[config.mk]
export PLATFORM = sky130hd
export DESIGN_NAME = dpot_i2c_target
export DESIGN_NICKNAME = d
export VERILOG_FILES = /design/src/rtl/dpot_pkg.sv /design/src/rtl/dpot_line_filter.sv /design/src/rtl/dpot_wiper_reg.sv /design/src/rtl/dpot_i2c_target.sv
export SDC_FILE = /design/constraint.sdc
export NUM_CORES = 1
export LEC_CHECK = 0
export BUFFER_PORTS_ARGS = -buffer_cell sky130_fd_sc_hd__clkbuf_2
export CORE_ASPECT_RATIO = 0.8
export CORE_MARGIN = 10
export CORE_UTILIZATION = 40
export CTS_CLUSTER_DIAMETER = 120
export DETAILED_ROUTE_END_ITERATION = 12
export HOLD_SLACK_MARGIN = 0.15
export PLACE_DENSITY = 0.59
export SETUP_SLACK_MARGIN = 0.05
export SYNTH_ARGS = -nofsm -noshare
export SYNTH_HDL_FRONTEND = slang
export SYNTH_HIERARCHICAL = 1
export SYNTH_SLANG_ARGS = --single-unit
[constraint.sdc]
create_clock -name clk -period 2 [get_ports clk]
set_input_delay 0.1 -clock clk [delete_from_list [all_inputs] [get_ports clk]]
set_output_delay 0.1 -clock clk [all_outputs]
set_load 0.02 [all_outputs]
[src/rtl/dpot_pkg.sv]
package dpot_pkg;
  localparam logic [6:0] ADDR_STRAP0 = 7'h2E;
  localparam logic [6:0] ADDR_STRAP1 = 7'h3E;
  localparam logic [7:0] CMD_WIPER   = 8'h00;

  typedef enum logic [2:0] {
    ST_IDLE,
    ST_ADDR,
    ST_CMD,
    ST_WDATA,
    ST_READ,
    ST_IGNORE
  } dpot_state_e;
endpackage

[src/rtl/dpot_line_filter.sv]
module dpot_line_filter #(
  parameter int STAGES      = 2,
  parameter int FILT_CYCLES = 3
) (
  input  logic clk,
  input  logic rst,
  input  logic raw_i,
  output logic clean_o
);
  localparam int CW = $clog2(FILT_CYCLES + 1);

  logic [STAGES-1:0] sync_q;
  logic [CW-1:0]     run_q;
  logic              clean_q;

  // Synchronizer chain, then the output flips only after a stable run.
  always_ff @(posedge clk) begin
    if (rst) begin
      sync_q  <= '1;
      run_q   <= '0;
      clean_q <= 1'b1;
    end else begin
      sync_q <= {sync_q[STAGES-2:0], raw_i};
      if (sync_q[STAGES-1] != clean_q) begin
        if (run_q == CW'(FILT_CYCLES - 1)) begin
          clean_q <= ~clean_q;
          run_q   <= '0;
        end else begin
          run_q <= run_q + 1'b1;
        end
      end else begin
        run_q <= '0;
      end
    end
  end

  assign clean_o = clean_q;
endmodule

[src/rtl/dpot_wiper_reg.sv]
module dpot_wiper_reg #(
  parameter int              WIDTH      = 7,
  parameter logic [WIDTH-1:0] RESET_CODE = 7'h40
) (
  input  logic             clk,
  input  logic             rst,
  input  logic             we,
  input  logic [WIDTH-1:0] din,
  output logic [WIDTH-1:0] q
);
  always_ff @(posedge clk) begin
    if (rst)     q <= RESET_CODE;
    else if (we) q <= din;
  end
endmodule

[src/rtl/dpot_i2c_target.sv]
module dpot_i2c_target
  import dpot_pkg::*;
#(
  parameter int              SYNC_STAGES = 2,
  parameter int              FILT_CYCLES = 3,
  parameter int              WIPER_W     = 7,
  parameter logic [WIPER_W-1:0] RESET_CODE = 7'h40
) (
  input  logic               clk,
  input  logic               rst,
  input  logic               scl_i,
  input  logic               sda_i,
  input  logic               addr_sel,
  output logic               sda_oe,
  output logic [WIPER_W-1:0] wiper
);
  localparam int BYTE_W = WIPER_W + 1;
  localparam int CNT_W  = $clog2(BYTE_W + 1);
  localparam logic [CNT_W-1:0] LAST_BIT = CNT_W'(BYTE_W);

  // Line conditioning, one filter per bus line: index 0 = SCL, 1 = SDA
  logic [1:0] raw_v, clean_v;
  assign raw_v = {sda_i, scl_i};
  for (genvar i = 0; i < 2; i++) begin : g_line
    dpot_line_filter #(.STAGES(SYNC_STAGES), .FILT_CYCLES(FILT_CYCLES)) u_filt (
      .clk(clk), .rst(rst), .raw_i(raw_v[i]), .clean_o(clean_v[i])
    );
  end

  logic scl_f, sda_f, scl_q, sda_q;
  assign scl_f = clean_v[0];
  assign sda_f = clean_v[1];

  always_ff @(posedge clk) begin
    if (rst) begin
      scl_q <= 1'b1;
      sda_q <= 1'b1;
    end else begin
      scl_q <= scl_f;
      sda_q <= sda_f;
    end
  end

  logic scl_rise, scl_fall, start_det, stop_det;
  assign scl_rise  = scl_f & ~scl_q;
  assign scl_fall  = ~scl_f & scl_q;
  assign start_det = scl_f & scl_q & sda_q & ~sda_f;
  assign stop_det  = scl_f & scl_q & ~sda_q & sda_f;

  // Transfer state
  dpot_state_e       state, nxt_st, next_now;
  logic [CNT_W-1:0]  bit_cnt;
  logic [BYTE_W-1:0] shreg, rd_byte;
  logic              in_ack, oe_q, first_data, nack_seen, ack_now, wr_en;
  logic [6:0]        own_addr;

  assign own_addr = addr_sel ? ADDR_STRAP1 : ADDR_STRAP0;
  assign rd_byte  = {1'b0, wiper};

  always_comb begin
    ack_now  = 1'b0;
    next_now = ST_IGNORE;
    case (state)
      ST_ADDR: if (shreg[BYTE_W-1:1] == own_addr) begin
        ack_now  = 1'b1;
        next_now = shreg[0] ? ST_READ : ST_CMD;
      end
      ST_CMD: if (shreg == CMD_WIPER) begin
        ack_now  = 1'b1;
        next_now = ST_WDATA;
      end
      ST_WDATA: begin
        ack_now  = 1'b1;
        next_now = ST_WDATA;
      end
      default: ;
    endcase
  end

  assign wr_en = (state == ST_WDATA) && scl_fall && !in_ack &&
                 (bit_cnt == LAST_BIT) && first_data;

  always_ff @(posedge clk) begin
    if (rst) begin
      state      <= ST_IDLE;
      nxt_st     <= ST_IDLE;
      bit_cnt    <= '0;
      shreg      <= '0;
      in_ack     <= 1'b0;
      oe_q       <= 1'b0;
      first_data <= 1'b1;
      nack_seen  <= 1'b0;
    end else if (start_det) begin
      state      <= ST_ADDR;
      bit_cnt    <= '0;
      in_ack     <= 1'b0;
      oe_q       <= 1'b0;
      first_data <= 1'b1;
    end else if (stop_det) begin
      state   <= ST_IDLE;
      bit_cnt <= '0;
      in_ack  <= 1'b0;
      oe_q    <= 1'b0;
    end else begin
      case (state)
        ST_ADDR, ST_CMD, ST_WDATA: begin
          if (scl_rise && !in_ack && bit_cnt < LAST_BIT) begin
            shreg   <= {shreg[BYTE_W-2:0], sda_f};
            bit_cnt <= bit_cnt + 1'b1;
          end else if (scl_fall && !in_ack && bit_cnt == LAST_BIT) begin
            in_ack <= 1'b1;
            oe_q   <= ack_now;
            nxt_st <= next_now;
            if (state == ST_WDATA) first_data <= 1'b0;
          end else if (scl_fall && in_ack) begin
            in_ack  <= 1'b0;
            bit_cnt <= '0;
            state   <= nxt_st;
            if (nxt_st == ST_READ) begin
              shreg <= rd_byte;
              oe_q  <= ~rd_byte[BYTE_W-1];
            end else begin
              oe_q <= 1'b0;
            end
          end
        end
        ST_READ: begin
          if (scl_rise && !in_ack) begin
            bit_cnt <= bit_cnt + 1'b1;
          end else if (scl_rise && in_ack) begin
            nack_seen <= sda_f;
          end else if (scl_fall && !in_ack && bit_cnt == LAST_BIT) begin
            oe_q   <= 1'b0;
            in_ack <= 1'b1;
          end else if (scl_fall && !in_ack && bit_cnt != '0) begin
            shreg <= shreg << 1;
            oe_q  <= ~shreg[BYTE_W-2];
          end else if (scl_fall && in_ack) begin
            in_ack  <= 1'b0;
            bit_cnt <= '0;
            if (nack_seen) begin
              state <= ST_IGNORE;
              oe_q  <= 1'b0;
            end else begin
              shreg <= rd_byte;
              oe_q  <= ~rd_byte[BYTE_W-1];
            end
          end
        end
        default: ;
      endcase
    end
  end

  assign sda_oe = oe_q;

  dpot_wiper_reg #(.WIDTH(WIPER_W), .RESET_CODE(RESET_CODE)) u_wiper (
    .clk(clk), .rst(rst), .we(wr_en), .din(shreg[WIPER_W-1:0]), .q(wiper)
  );
endmodule

==> impl_metrics.ini <==
[outcome]
outcome = finished, final reports clean

[worst_hold_path]
min_path_cells = 5
min_to = nxt_st[2]
hold_path_startpoint = addr_sel
min_path_type = input port to flip-flop

[global_routing]
grt_pass1_wl_um = 7250
grt_usage_pct = 10.1
grt_max_degree = 29
grt_pass1_vias = 1515
grt_overflow = 0
antenna_found_initial = 0

[critical_path]
critPathTopFamily = compound AO/OA/AOI/OAI gates
cpMaxStageDelayCell = dfxtp_1
path_cells = inv_1 -> ha_1 -> nor3b_2 -> o311a_1 -> o21ai_2 -> nor4_1 -> a31o_2
worst_setup_path_start_kind = flip-flop
critPathLaunch = bit_cnt[0]
crit_path_end_kind = flip-flop
cp_slowest_stage_delay_ps = 380
arrival_ps = 1970
r2r-end = bit_cnt[1]
r2r_cells = 7
critPathMaxFanout = 4
cp.buffers_inverters = 1
timing.rr.start = bit_cnt[0]
crit_type = flip-flop to flip-flop
worstPathRequired_ps = 2170
ff2ff_setup_slack_ps = 200

[timing]
slew_headroom_pct = 64.7
hold_viol = 0
period_share_pct = 89.9
fin_skew_ps = 3.27
finalCriticalPeriod_ps = 1800
setup_viol = 0
slew_viol_final = 0
worstMarginPinSlew_ps = 523
fmax_mhz = 556
fin_setup_tns_ps = 0
rsz0062_at_grt = no

[yosys]
avgSynthCellArea_um2 = 9.38
synthesis.area_mm2 = 0.00207
synth_top_area_share_pct = 39.6
synth_edf_count = 0
synthArstFlopShare_pct = 0
yosysWarnings = 6
synth_top_area_cell = dfxtp_1
synth_area_leaders = dfxtp_1, mux2i_1, nor2_1
synth.distinct_cells = 56
synth_nets = 230
synth_ff_type = dfxtp_1
ys_seq_elements = 41
synthCells = 221
seq_area_frac_synth_pct = 39.6

[die]
start_util_pct = 41.4
ios = 13
coreArea_mm2 = 0.00501
die_w_um = 100
dieArea_mm2 = 0.00848
die_h_um = 84.4
rows = 23

[detailed_routing]
antenna_left = 0
dr.pass1.iters = 4
wl_um = 4210
vias = 1653
drt-initial-drc-count = 95
via_per_inst = 5.42
wire_per_inst_um = 13.8
drc = 0

[power]
vdd.ir_drop.worst_v = 0.000396
power.density_mw_per_mm2 = 581
p_leak_nw = 0.860

[run]
cap_violations = 0

[clocking]
clk_latency_ps = 280
clock_path_buffers = 2
htreeDepth = 2
tritoncts = yes
cts_made_buffers = 5
root_buffer = clkbuf_8
clock_sink_count = 41
clkTransAtPathRegs_ps = 80

[placement]
hpwl_um = 3080
io_buffers = 12
placed_area_mm2 = 0.00222
gp_congestion = 0.946

[finish]
fillCellCount = 514
fin_area_mm2 = 0.00236
area_growth_pct = 13.9
insertedDiodeCount = 0
regArea_um2 = 821
multiInputGateArea_mm2 = 0.00115
nNetsFinal = 251
drive_gt1_share_pct = 23.9
## power by group
| part | switching (W) | leakage [nW] | internal [W] | total, W |
|---|---|---|---|---|
| Combinational | 0.0000220 | 0.484 | 0.0000165 | 0.0000385 |
| Sequential | 0.00000279 | 0.332 | 0.000821 | 0.000824 |
| Clock | 0.000267 | 0.0450 | 0.000242 | 0.000509 |
| Total | 0.000291 | 0.860 | 0.00108 | 0.00137 |
## repair_timing
action,4_1_cts,5_1_grt
gates resized for setup,0,3
hold endpoints to repair,7,0
setup endpoints to repair,0,19
hold buffers,3,0
buffers inserted,0,1
## sequential cells by signal (all words and copies together), names as in the netlist
| name | cells |
|---|---|
| shreg | 8 |
| u_wiper/q | 7 |
| bit_cnt | 4 |
| g_line.u_filt/run_q | 4 |
| g_line.u_filt/sync_q | 4 |
| nxt_st | 3 |
| state | 3 |
| g_line.u_filt/clean_o | 2 |
| first_data | 1 |
| in_ack | 1 |
| nack_seen | 1 |
| scl_q | 1 |
| sda_oe | 1 |
| sda_q | 1 |
## cell type report
class                   instances  area share [%]
well taps                      62            3.29
repair buffers                 26            8.37
clock inverters                 2           0.424
inverters                       9            1.43
flip-flops and latches         41            34.8
clock buffers                   6            3.07
multi-input cells             159            48.6
## metrics by stage
| stage | cells | worst slack [ps] | power [W] | util (%) | hold slack (ps) |
|---|---|---|---|---|---|
| after floorplan | 221 | 269 | 0.000863 | - | 172 |
| after global placement | 293 | 145 | 0.000877 | 44.3 | 283 |
| after detailed placement | 293 | 110 | 0.000877 | 44.3 | 285 |
| after CTS | 304 | 92.9 | 0.00139 | 46.5 | 411 |
| after global routing | 305 | 85.9 | 0.00143 | 47.2 | 433 |
| final | 305 | 202 | 0.00137 | 47.2 | 409 |
## layer usage
metal	track usage, %	share of wire [%]	vias to the layer above
met2	14.4	41	27
li1	-	-	852
met1	14.0	53	772
met3	3.36	5.1	2
met4	2.44	0.83	0
met5	0	0	-
## cell families (layout without fill, tap and decap cells)
kind of cell | count (synthesis) | after routing | share of synthesized area (%)
AOI/OAI and AO/OA | 49 | 49 | 18.7
xor gates and xnor gates | 4 | 4 | 1.69
adders and majority gates | 4 | 4 | 2.42
buffers and inverters | 21 | 43 | 5.49
DFF | 41 | 41 | 39.6
muxes | 15 | 15 | 7.25
and+or+nand+nor | 87 | 87 | 24.8
## worst register-to-register path: cells and delay by family, from the launching register on
family	cells	cell delay [ps]
AND/OR/NAND/NOR	2	240
adder cells (fa/ha/maj)	1	220
flip-flops	1	380
AO/OA/AOI/OAI	3	790
buffers and inverters	1	70
## worst max-delay path by stage
stage	to	slack, ps	depth (start not counted)
detailed placement	shreg[5]	110	6
floorplan	u_wiper/q[6]	270	7
CTS	shreg[5]	90	6
global route	bit_cnt[0]	90	7
finish	bit_cnt[1]	200	7
global placement	shreg[4]	140	6
## placed cells by master, fill, tap and decap left out, drive strengths merged, types with 6 or more instances in the layout
cell and count:
or2 7, a21oi 10, nor3 7, nor4 7
mux2i 15, clkbuf 18, a211oi 8, o21ai 9
dfxtp 41, nor2b 6, inv 9, buf 11
nor2 27
## Yosys cell counts, drive strengths merged, types with 3 or more instances
library cell	n
nand3	3
inv	9
nor2	27
or2	7
and3	4
buf	8
nor2b	6
ha	4
o21ai	9
a21oi	10
a211oi	8
a31oi	3
dfxtp	41
a211o	4
o2111ai	3
nor3	7
nand2	4
clkbuf	4
xnor2	3
nor4	7
nor3b	4
mux2i	15
Power figures use the tool's default switching activity.
